**config.mk**
```make
export PLATFORM = sky130hd
export DESIGN_NAME = edser_lock_rx
export DESIGN_NICKNAME = d
export VERILOG_FILES = /design/src/rtl/edlk_pkg.sv /design/src/rtl/edlk_framer.sv /design/src/rtl/edlk_search.sv /design/src/rtl/edlk_lock_ctrl.sv /design/src/rtl/edser_lock_rx.sv
export SDC_FILE = /design/constraint.sdc
export NUM_CORES = 1
export LEC_CHECK = 0
export BUFFER_PORTS_ARGS = -buffer_cell sky130_fd_sc_hd__buf_2
export CAP_MARGIN = 20
export CORE_MARGIN = 1.5
export CORE_UTILIZATION = 35
export CTS_CLUSTER_SIZE = 12
export DETAILED_ROUTE_END_ITERATION = 8
export GPL_ROUTABILITY_DRIVEN = 0
export SYNTH_ARGS = -nofsm -noshare
export SYNTH_HDL_FRONTEND = slang
export SYNTH_SLANG_ARGS = --single-unit
```
**constraint.sdc**
```tcl
create_clock -name clk -period 5.7 [get_ports clk]
set_input_delay 1.425 -clock clk [delete_from_list [all_inputs] [get_ports clk]]
set_output_delay 1.425 -clock clk [all_outputs]
set_load 0.02 [all_outputs]
```
**src/rtl/edlk_pkg.sv**
```systemverilog
// Package: shared types for the embedded-clock lock detector.
// Assumes one frame = start bit, DATA_W data bits, stop bit.
package edlk_pkg;

    // Lock controller states: searching, aligned but not yet announced, locked.
    typedef enum logic [1:0] {
        ST_SEARCH = 2'd0,
        ST_ARMED  = 2'd1,
        ST_LOCKED = 2'd2
    } lock_st_e;

endpackage

```
**src/rtl/edlk_framer.sv**
```systemverilog
// Module: edlk_framer
// Keeps the running bit phase within a frame, the previous bit and a window
// of the most recent FRAME_BITS-1 bits. Assumes bit_vld marks each new bit;
// clr_i (power-down) returns everything to its reset value.
module edlk_framer #(
    parameter int FRAME_BITS = 18,
    parameter int PH_W       = $clog2(FRAME_BITS)
) (
    input  logic                  clk,
    input  logic                  rst_n,
    input  logic                  clr_i,
    input  logic                  ser_bit_i,
    input  logic                  bit_vld_i,
    output logic [PH_W-1:0]       ph_o,
    output logic                  prev_o,
    output logic [FRAME_BITS-2:0] win_o
);

    logic [PH_W-1:0]       ph_q;
    logic                  prev_q;
    logic [FRAME_BITS-2:0] win_q;

    // Advance phase and shift the bit window on every accepted bit.
    always_ff @(posedge clk) begin
        if (!rst_n || clr_i) begin
            ph_q   <= '0;
            prev_q <= 1'b0;
            win_q  <= '0;
        end else if (bit_vld_i) begin
            ph_q   <= (ph_q == PH_W'(FRAME_BITS - 1)) ? '0 : ph_q + 1'b1;
            prev_q <= ser_bit_i;
            win_q  <= {win_q[FRAME_BITS-3:0], ser_bit_i};
        end
    end

    assign ph_o   = ph_q;
    assign prev_o = prev_q;
    assign win_o  = win_q;

    // idle cycles leave the phase untouched.
    a_r8_idle_holds_phase: assert property (@(posedge clk) disable iff (!rst_n)
        (!bit_vld_i && !clr_i) |=> $stable(ph_q));

endmodule

```
**src/rtl/edlk_search.sv**
```systemverilog
// Module: edlk_search
// Tracks every frame phase as a boundary candidate. A candidate is dropped
// the first time its bit position lacks a 0-to-1 step. Counts whole frames
// since the last restart (saturating at LOCK_FRAMES). Restarts when all
// candidates are gone or when clr_i is raised.
module edlk_search #(
    parameter int FRAME_BITS  = 18,
    parameter int LOCK_FRAMES = 150,
    parameter int PH_W        = $clog2(FRAME_BITS)
) (
    input  logic                  clk,
    input  logic                  rst_n,
    input  logic                  clr_i,
    input  logic                  bit_vld_i,
    input  logic [PH_W-1:0]       ph_i,
    input  logic                  edge_i,
    output logic                  qual_o,
    output logic                  full_o,
    output logic [PH_W-1:0]       idx_o,
    output logic [FRAME_BITS-1:0] cand_o
);

    localparam int CNT_W = $clog2(LOCK_FRAMES + 1);

    logic [FRAME_BITS-1:0] cand_q;
    logic [CNT_W-1:0]      frm_cnt_q;
    logic                  restart;

    assign restart = clr_i | (cand_q == '0);

    // One survivor bit per phase, each cleared on a missing edge at its phase.
    for (genvar p = 0; p < FRAME_BITS; p++) begin : g_cand
        always_ff @(posedge clk) begin
            if (!rst_n || restart) begin
                cand_q[p] <= 1'b1;
            end else if (bit_vld_i && (ph_i == PH_W'(p)) && !edge_i) begin
                cand_q[p] <= 1'b0;
            end
        end
    end

    // Count completed frames since the last restart, saturating.
    always_ff @(posedge clk) begin
        if (!rst_n || restart) begin
            frm_cnt_q <= '0;
        end else if (bit_vld_i && (ph_i == PH_W'(FRAME_BITS - 1))
                     && (frm_cnt_q != CNT_W'(LOCK_FRAMES))) begin
            frm_cnt_q <= frm_cnt_q + 1'b1;
        end
    end

    // Encode the position of the surviving candidate.
    always_comb begin
        idx_o = '0;
        for (int p = 0; p < FRAME_BITS; p++) begin
            if (cand_q[p]) idx_o = PH_W'(p);
        end
    end

    assign full_o = (frm_cnt_q == CNT_W'(LOCK_FRAMES));
    assign qual_o = full_o && $onehot(cand_q);
    assign cand_o = cand_q;

    // a clear empties the frame count on the next cycle.
    a_r6_clear_resets_count: assert property (@(posedge clk) disable iff (!rst_n)
        clr_i |=> (frm_cnt_q == '0));

endmodule

```
**src/rtl/edlk_lock_ctrl.sv**
```systemverilog
// Module: edlk_lock_ctrl
// Takes the phase qualified by the search, watches the start-bit edge at
// that phase, drops lock after MISS_LIMIT consecutive misses, and emits one
// word with a strobe on every stop bit once aligned. lock_n falls together
// with the first strobe. Assumes FRAME_BITS = DATA_W + 2.
module edlk_lock_ctrl
    import edlk_pkg::*;
#(
    parameter int DATA_W     = 16,
    parameter int FRAME_BITS = DATA_W + 2,
    parameter int MISS_LIMIT = 2,
    parameter int PH_W       = $clog2(FRAME_BITS)
) (
    input  logic                  clk,
    input  logic                  rst_n,
    input  logic                  clr_i,
    input  logic                  bit_vld_i,
    input  logic [PH_W-1:0]       ph_i,
    input  logic                  edge_i,
    input  logic [FRAME_BITS-2:0] win_i,
    input  logic                  qual_i,
    input  logic [PH_W-1:0]       idx_i,
    output logic [DATA_W-1:0]     word_o,
    output logic                  stb_o,
    output logic                  lock_n_o,
    output logic                  aligned_o,
    output logic                  drop_o
);

    localparam int MISS_W = $clog2(MISS_LIMIT + 1);

    lock_st_e          state_q;
    logic [PH_W-1:0]   start_ph_q;
    logic [PH_W-1:0]   stop_ph_q;
    logic [MISS_W-1:0] miss_q;
    logic [DATA_W-1:0] word_q;
    logic              stb_q;
    logic              lock_n_q;
    logic [DATA_W-1:0] word_now;
    logic              active;
    logic              hit_start;
    logic              hit_stop;

    // Data bit i sits DATA_W-1-i places behind the stop bit in the window.
    for (genvar i = 0; i < DATA_W; i++) begin : g_unpack
        assign word_now[i] = win_i[DATA_W-1-i];
    end

    assign active    = (state_q != ST_SEARCH);
    assign hit_start = bit_vld_i && (ph_i == start_ph_q);
    assign hit_stop  = bit_vld_i && (ph_i == stop_ph_q);
    assign drop_o    = active && hit_start && !edge_i
                       && (miss_q == MISS_W'(MISS_LIMIT - 1));

    // Lock state, miss counting and word delivery.
    always_ff @(posedge clk) begin
        if (!rst_n || clr_i) begin
            state_q    <= ST_SEARCH;
            start_ph_q <= '0;
            stop_ph_q  <= '0;
            miss_q     <= '0;
            word_q     <= '0;
            stb_q      <= 1'b0;
            lock_n_q   <= 1'b1;
        end else begin
            stb_q <= 1'b0;
            if (state_q == ST_SEARCH) begin
                if (qual_i) begin
                    state_q    <= ST_ARMED;
                    start_ph_q <= idx_i;
                    stop_ph_q  <= (idx_i == '0) ? PH_W'(FRAME_BITS - 1)
                                                : idx_i - 1'b1;
                    miss_q     <= '0;
                end
            end else if (drop_o) begin
                state_q  <= ST_SEARCH;
                lock_n_q <= 1'b1;
                miss_q   <= '0;
            end else begin
                if (hit_start) begin
                    miss_q <= edge_i ? '0 : miss_q + 1'b1;
                end
                if (hit_stop) begin
                    stb_q    <= 1'b1;
                    word_q   <= word_now;
                    lock_n_q <= 1'b0;
                    state_q  <= ST_LOCKED;
                end
            end
        end
    end

    assign word_o    = word_q;
    assign stb_o     = stb_q;
    assign lock_n_o  = lock_n_q;
    assign aligned_o = active;

    // a strobe lasts exactly one cycle.
    a_r1_strobe_single: assert property (@(posedge clk) disable iff (!rst_n)
        stb_q |=> !stb_q);

    // the lock flag only falls together with a strobe.
    a_r3_lock_with_strobe: assert property (@(posedge clk) disable iff (!rst_n)
        $fell(lock_n_q) |-> stb_q);

    // the second missing edge releases lock on the next cycle.
    a_r5_drop_releases: assert property (@(posedge clk) disable iff (!rst_n)
        (drop_o && !clr_i) |=> (lock_n_q && state_q == ST_SEARCH));

    // power-down leaves no lock and no strobe behind.
    a_r6_power_down_clears: assert property (@(posedge clk) disable iff (!rst_n)
        clr_i |=> (lock_n_q && !stb_q));

endmodule

```
**src/rtl/edser_lock_rx.sv**
```systemverilog
// Module: edser_lock_rx
// Top of the embedded-clock deserializer lock detector. Connects the
// framer, the phase search and the lock controller, and gates the outputs
// with output enable and receive power-down. Assumes ser_bit is already
// sampled at the bit rate. When the outputs are not driven they rest at
// 0 / 0 / 1 and out_oe is low.
module edser_lock_rx #(
    parameter int DATA_W      = 16,
    parameter int LOCK_FRAMES = 150,
    parameter int MISS_LIMIT  = 2
) (
    input  logic              clk,
    input  logic              rst_n,
    input  logic              ser_bit,
    input  logic              bit_vld,
    input  logic              rx_pwr_n,
    input  logic              out_en,
    output logic [DATA_W-1:0] word_out,
    output logic              word_stb,
    output logic              lock_n,
    output logic              out_oe
);

    localparam int FRAME_BITS = DATA_W + 2;
    localparam int PH_W       = $clog2(FRAME_BITS);

    logic                  clr;
    logic [PH_W-1:0]       ph;
    logic                  prev_bit;
    logic [FRAME_BITS-2:0] win;
    logic                  bit_edge;
    logic                  qual;
    logic                  full;
    logic [PH_W-1:0]       idx;
    logic [FRAME_BITS-1:0] cand;
    logic [DATA_W-1:0]     word_q;
    logic                  stb_q;
    logic                  lock_n_q;
    logic                  aligned;
    logic                  drop;

    assign clr      = !rx_pwr_n;
    assign bit_edge = !prev_bit && ser_bit;

    edlk_framer #(
        .FRAME_BITS (FRAME_BITS),
        .PH_W       (PH_W)
    ) u_framer (
        .clk       (clk),
        .rst_n     (rst_n),
        .clr_i     (clr),
        .ser_bit_i (ser_bit),
        .bit_vld_i (bit_vld),
        .ph_o      (ph),
        .prev_o    (prev_bit),
        .win_o     (win)
    );

    edlk_search #(
        .FRAME_BITS  (FRAME_BITS),
        .LOCK_FRAMES (LOCK_FRAMES),
        .PH_W        (PH_W)
    ) u_search (
        .clk       (clk),
        .rst_n     (rst_n),
        .clr_i     (clr | drop),
        .bit_vld_i (bit_vld),
        .ph_i      (ph),
        .edge_i    (bit_edge),
        .qual_o    (qual),
        .full_o    (full),
        .idx_o     (idx),
        .cand_o    (cand)
    );

    edlk_lock_ctrl #(
        .DATA_W     (DATA_W),
        .FRAME_BITS (FRAME_BITS),
        .MISS_LIMIT (MISS_LIMIT),
        .PH_W       (PH_W)
    ) u_lock (
        .clk       (clk),
        .rst_n     (rst_n),
        .clr_i     (clr),
        .bit_vld_i (bit_vld),
        .ph_i      (ph),
        .edge_i    (bit_edge),
        .win_i     (win),
        .qual_i    (qual),
        .idx_i     (idx),
        .word_o    (word_q),
        .stb_o     (stb_q),
        .lock_n_o  (lock_n_q),
        .aligned_o (aligned),
        .drop_o    (drop)
    );

    // Output gating: park at inactive values when not driven.
    assign out_oe   = out_en && rx_pwr_n;
    assign word_out = out_oe ? word_q : '0;
    assign word_stb = out_oe && stb_q;
    assign lock_n   = out_oe ? lock_n_q : 1'b1;

    // alignment only starts after a full count of frames.
    a_r2_align_needs_count: assert property (@(posedge clk) disable iff (!rst_n)
        $rose(aligned) |-> $past(full));

    // alignment only starts with a single surviving candidate.
    a_r4_single_survivor: assert property (@(posedge clk) disable iff (!rst_n)
        $rose(aligned) |-> $past($onehot(cand)));

endmodule

```
==> run_results.csv <==
group,metric,value,unit
detailed_routing,vias,3467,
sta,finalWorstPathRequiredPeriod,5.40,ns
sta,rsz_0062_raised_after_global_routing,"false",
grt,grt_first_pass_wirelength,16.2,mm
sta,max_slew.worst_pin.slew,0.810,ns
layout,final_core_utilization,40.1,%
logic_synthesis,synth_top_cells_by_area,"sky130_fd_sc_hd__dfxtp_1 (35%), sky130_fd_sc_hd__ha_1 (9.0%), sky130_fd_sc_hd__fa_1 (5.8%)",
place,place_hpwl,7.28,mm
detailed_routing,dr.first_iter.drc_count,174,
detailed_routing,route.detailed.drc,0,
grt,antenna_violations_before_repair,0,
floorplanning,row_count,41,
power_and_ir_drop,leakage,2.14,nW
critical_path,timing.reg2reg.setup_slack,0.30,ns
clock_network,post-cts-setup-buffer-count,0,
critical_path,nature_of_the_critical_path_startpoint,"flip-flop",
sta,setup_total_negative_slack,0,ns
critical_path,critPathMaxStageDelay,0.52,ns
critical_path,critPathRequiredTime,5.95,ns
floorplanning,io_pins,25,
worst_hold_path,worstHoldEndpoint,"u_lock.word_o[0]$_SDFFE_PP0P_",
floorplanning,horizontal_die_dimension,116,um
place,buffer_ports.inserted,24,
clock_network,clkSlewWorstSetupHoldPaths,0.06,ns
sta,setup_violations,0,
logic_synthesis,async_flop_share,0,%
place,numPlacedInstances,684,
critical_path,timing.reg2reg.worst_path_depth,17,
worst_hold_path,hold_path.class,"reg2reg",
sta,report.final.slew_viol_count,0,
worst_hold_path,holdPathStages,2,
logic_synthesis,netlist_area,4470,sq um
layout,nets,575,
critical_path,path_delay_family,"adder cells",
power_and_ir_drop,power.density_cell_area,235,nW/um^2
critical_path,cell_chain_critical_path,"inv_1 > ha_1 > inv_1 > fa_1 > inv_1 > fa_1 > fa_1 > fa_1 > inv_1 > fa_1 > inv_1 > fa_1 > nor4_1 > o211ai_1 > a211o_2 > or4_1 > o211ai_1",
place,dp_worst_setup_slack,0.189,ns
sta,skew,0.00683,ns
logic_synthesis,yosysUniqueCellTypes,60,
grt,grt_pass1_vias,3267,
sta,finalHoldWorstSlack,0.464,ns
detailed_routing,dr.pass1.iters,4,
detailed_routing,average_detailed_routed_wire_length_per_instance,14.2,um
power_and_ir_drop,worst_ir_drop_vdd,0.000115,V
logic_synthesis,post_synth_edffs,0,
layout,ratio_of_cells_with_drive_above_1_in_the_final_layout,14.7,%
logic_synthesis,ys_seq_area_share,35.4,%
critical_path,total_buffers_and_inverters_traversed_by_the_critical_path,5,
layout,area_growth_syn_to_layout,12.2,%
logic_synthesis,post_synth_inst_count,507,
critical_path,critical_path_arrival,5.65,ns
worst_hold_path,holdCritStartpoint,"u_framer.win_o[15]$_SDFFE_PP0P_",
critical_path,worst_setup_path_end_kind,"flip-flop",
clock_network,cts_hold_buf,0,
critical_path,cp_max_fo,11,
critical_path,slowest_stage,"sky130_fd_sc_hd__fa_1",
sta,report.final.hold_viol_count,0,
critical_path,reg2reg_to,"u_lock.stop_ph_q[3]$_SDFFE_PP0P_",
clock_network,cts_sinks,79,
clock_network,tritoncts_clock_tree,"yes",
floorplanning,core-area,12500,sq um
critical_path,worst_r2r_start,"u_search.cand_o[11]$_SDFFE_PP1P_",
critical_path,timing.setup.critical_path_class,"reg2reg",
logic_synthesis,syn-mean-instance-area,8.82,sq um
floorplanning,die_height,116,um
sta,setup_ws,0.301,ns
floorplanning,initial_utilization,35.7,%
detailed_routing,post_drt_via_cell_ratio,4.95,
grt,grt_start_max_net_pins,51,
run,max_cap_viol_count,0,
clock_network,clkLatencyLatePin,0.33,ns
logic_synthesis,yosys_register_bits,79,
logic_synthesis,mappedNetlistNets,558,
logic_synthesis,synthDominantAreaCellType,"sky130_fd_sc_hd__dfxtp_1",
logic_synthesis,synth_flop_cell,"sky130_fd_sc_hd__dfxtp_1",
logic_synthesis,synth_largest_type_area_fraction,35.4,%
sta,timing.fmax,185,MHz
sta,timing.max_slew.rel_slack,46.0,%
layout,diodes,0,
sta,post-route-period-util,94.7,%
logic_synthesis,yosysWarnings,0,
grt,global_route.overflow_total,0,
layout,layout.cells.non_filler,701,
critical_path,path_common_cell,"sky130_fd_sc_hd__fa_1",
outcome,run_status,"complete, no violations",
floorplanning,design.die.area,13500,sq um
clock_network,clock_tree.htree_level_count,3,
clock_network,numCtsBuffers,9,
detailed_routing,totalWireLength,9.99,mm
clock_network,clock-root-buffer,"sky130_fd_sc_hd__clkbuf_16",
clock_network,cts-resized-gates,0,
detailed_routing,ant_nets,0,
clock_network,cts_max_path_buffers,2,
grt,grt_usage,15.4,%
cells in the mapped netlist (9+ instances only):
library cell,instances
sky130_fd_sc_hd__xor2_1,10
sky130_fd_sc_hd__nand3_1,20
sky130_fd_sc_hd__a21oi_2,9
sky130_fd_sc_hd__o21ai_1,9
sky130_fd_sc_hd__inv_1,51
sky130_fd_sc_hd__clkbuf_1,13
sky130_fd_sc_hd__nor2_1,41
sky130_fd_sc_hd__nand3_2,9
sky130_fd_sc_hd__fa_1,13
sky130_fd_sc_hd__nand2_1,39
sky130_fd_sc_hd__ha_1,32
sky130_fd_sc_hd__dfxtp_1,79
sky130_fd_sc_hd__o21ai_0,30
sky130_fd_sc_hd__mux2i_1,17
sky130_fd_sc_hd__a21oi_1,16
sky130_fd_sc_hd__xnor2_1,9
sky130_fd_sc_hd__and3_1,19
routing by layer:
layer  share of wire (%)  GRT usage [%]  vias up
li1                    -              -     1776
met1                  49           21.1     1639
met2                  47           24.7       39
met3                 1.8           2.46       13
met4                 1.6           5.45        0
met5                   0              0        -
worst register-to-register path: stages, from the launching register on:
cell                       delay, ns
sky130_fd_sc_hd__dfxtp_1        0.40
sky130_fd_sc_hd__inv_1          0.10
sky130_fd_sc_hd__ha_1           0.28
sky130_fd_sc_hd__inv_1          0.05
sky130_fd_sc_hd__fa_1           0.52
sky130_fd_sc_hd__inv_1          0.05
sky130_fd_sc_hd__fa_1           0.48
sky130_fd_sc_hd__fa_1           0.50
sky130_fd_sc_hd__fa_1           0.51
sky130_fd_sc_hd__inv_1          0.05
sky130_fd_sc_hd__fa_1           0.37
sky130_fd_sc_hd__inv_1          0.09
sky130_fd_sc_hd__fa_1           0.41
sky130_fd_sc_hd__nor4_1         0.23
sky130_fd_sc_hd__o211ai_1       0.15
sky130_fd_sc_hd__a211o_2        0.43
sky130_fd_sc_hd__or4_1          0.52
sky130_fd_sc_hd__o211ai_1       0.16
worst max path at each step:
stage	from	end	slack, ns	cells past startpoint
floorplan	u_search.cand_o[16]$_SDFFE_PP1P_	u_lock.stop_ph_q[1]$_SDFFE_PP0P_	0.63	18
global placement	u_search.cand_o[16]$_SDFFE_PP1P_	u_lock.stop_ph_q[3]$_SDFFE_PP0P_	0.30	17
detailed placement	u_search.cand_o[16]$_SDFFE_PP1P_	u_lock.stop_ph_q[3]$_SDFFE_PP0P_	0.19	17
CTS	u_search.cand_o[16]$_SDFFE_PP1P_	u_lock.stop_ph_q[3]$_SDFFE_PP0P_	0.18	17
global route	u_search.cand_o[11]$_SDFFE_PP1P_	u_lock.stop_ph_q[3]$_SDFFE_PP0P_	0.04	17
finish	u_search.cand_o[11]$_SDFFE_PP1P_	u_lock.stop_ph_q[3]$_SDFFE_PP0P_	0.30	17
final cells by class:
class	instances	area, sq um
fill	1318	7500
multi-input combinational	353	2560
sequential	79	1580
clock buffer	11	233
tap	172	215
inverter	51	191
timing repair buffer	30	169
clock inverter	5	58.8
cells in the final DEF (no fill, tap or decap), drive strengths merged, types with 4 or more instances in the layout:
master / netlist / layout
a211oi: 6 / 6
a21oi: 25 / 25
and2: 6 / 6
and3: 19 / 19
buf: 11 / 30
clkbuf: 13 / 11
dfxtp: 79 / 79
fa: 13 / 13
ha: 32 / 32
inv: 51 / 51
mux2i: 17 / 17
nand2: 39 / 39
nand2b: 5 / 5
nand3: 29 / 29
nor2: 41 / 41
nor3: 10 / 10
nor4: 5 / 5
o211ai: 5 / 5
o21ai: 39 / 39
or2: 4 / 4
or3: 4 / 4
xnor2: 9 / 9
xor2: 10 / 10
per-stage QoR:
| step | total power, mW | area (sq um) |
|---|---|---|
| after CTS | 1.19 | 5000 |
| final | 1.18 | 5020 |
| after global placement | 0.619 | 4710 |
| after floorplan | 0.606 | 4470 |
| after global routing | 1.22 | 5020 |
| after detailed placement | 0.620 | 4710 |
sequential cells by signal, summed over array words and instances (netlist names):
signal / count
u_lock.stop_ph_q: 5
u_search.frm_cnt_q: 8
u_search.cand_o: 18
u_framer.ph_o: 5
u_lock.stb_o: 1
u_lock.start_ph_q: 5
u_lock.word_o: 16
u_lock.state_q: 2
u_lock.lock_n_o: 1
u_lock.miss_q: 2
u_framer.win_o: 16
power breakdown:
group | internal (mW) | leakage (nW) | switching [mW]
clock network | 0.340 | 0.136 | 0.231
logic | 0.0184 | 1.36 | 0.0358
registers | 0.553 | 0.636 | 0.00155
total | 0.911 | 2.14 | 0.268
cell families after synthesis:
kind of cell / synth area share [%]
buffers and inverters: 7.33
adder cells (fa/ha/maj): 14.8
XOR/XNOR: 3.72
AND/OR/NAND/NOR: 21.0
multiplexers: 4.06
AO/OA/AOI/OAI: 13.7
flip-flops: 35.4
(Power assumes the default switching activity.)
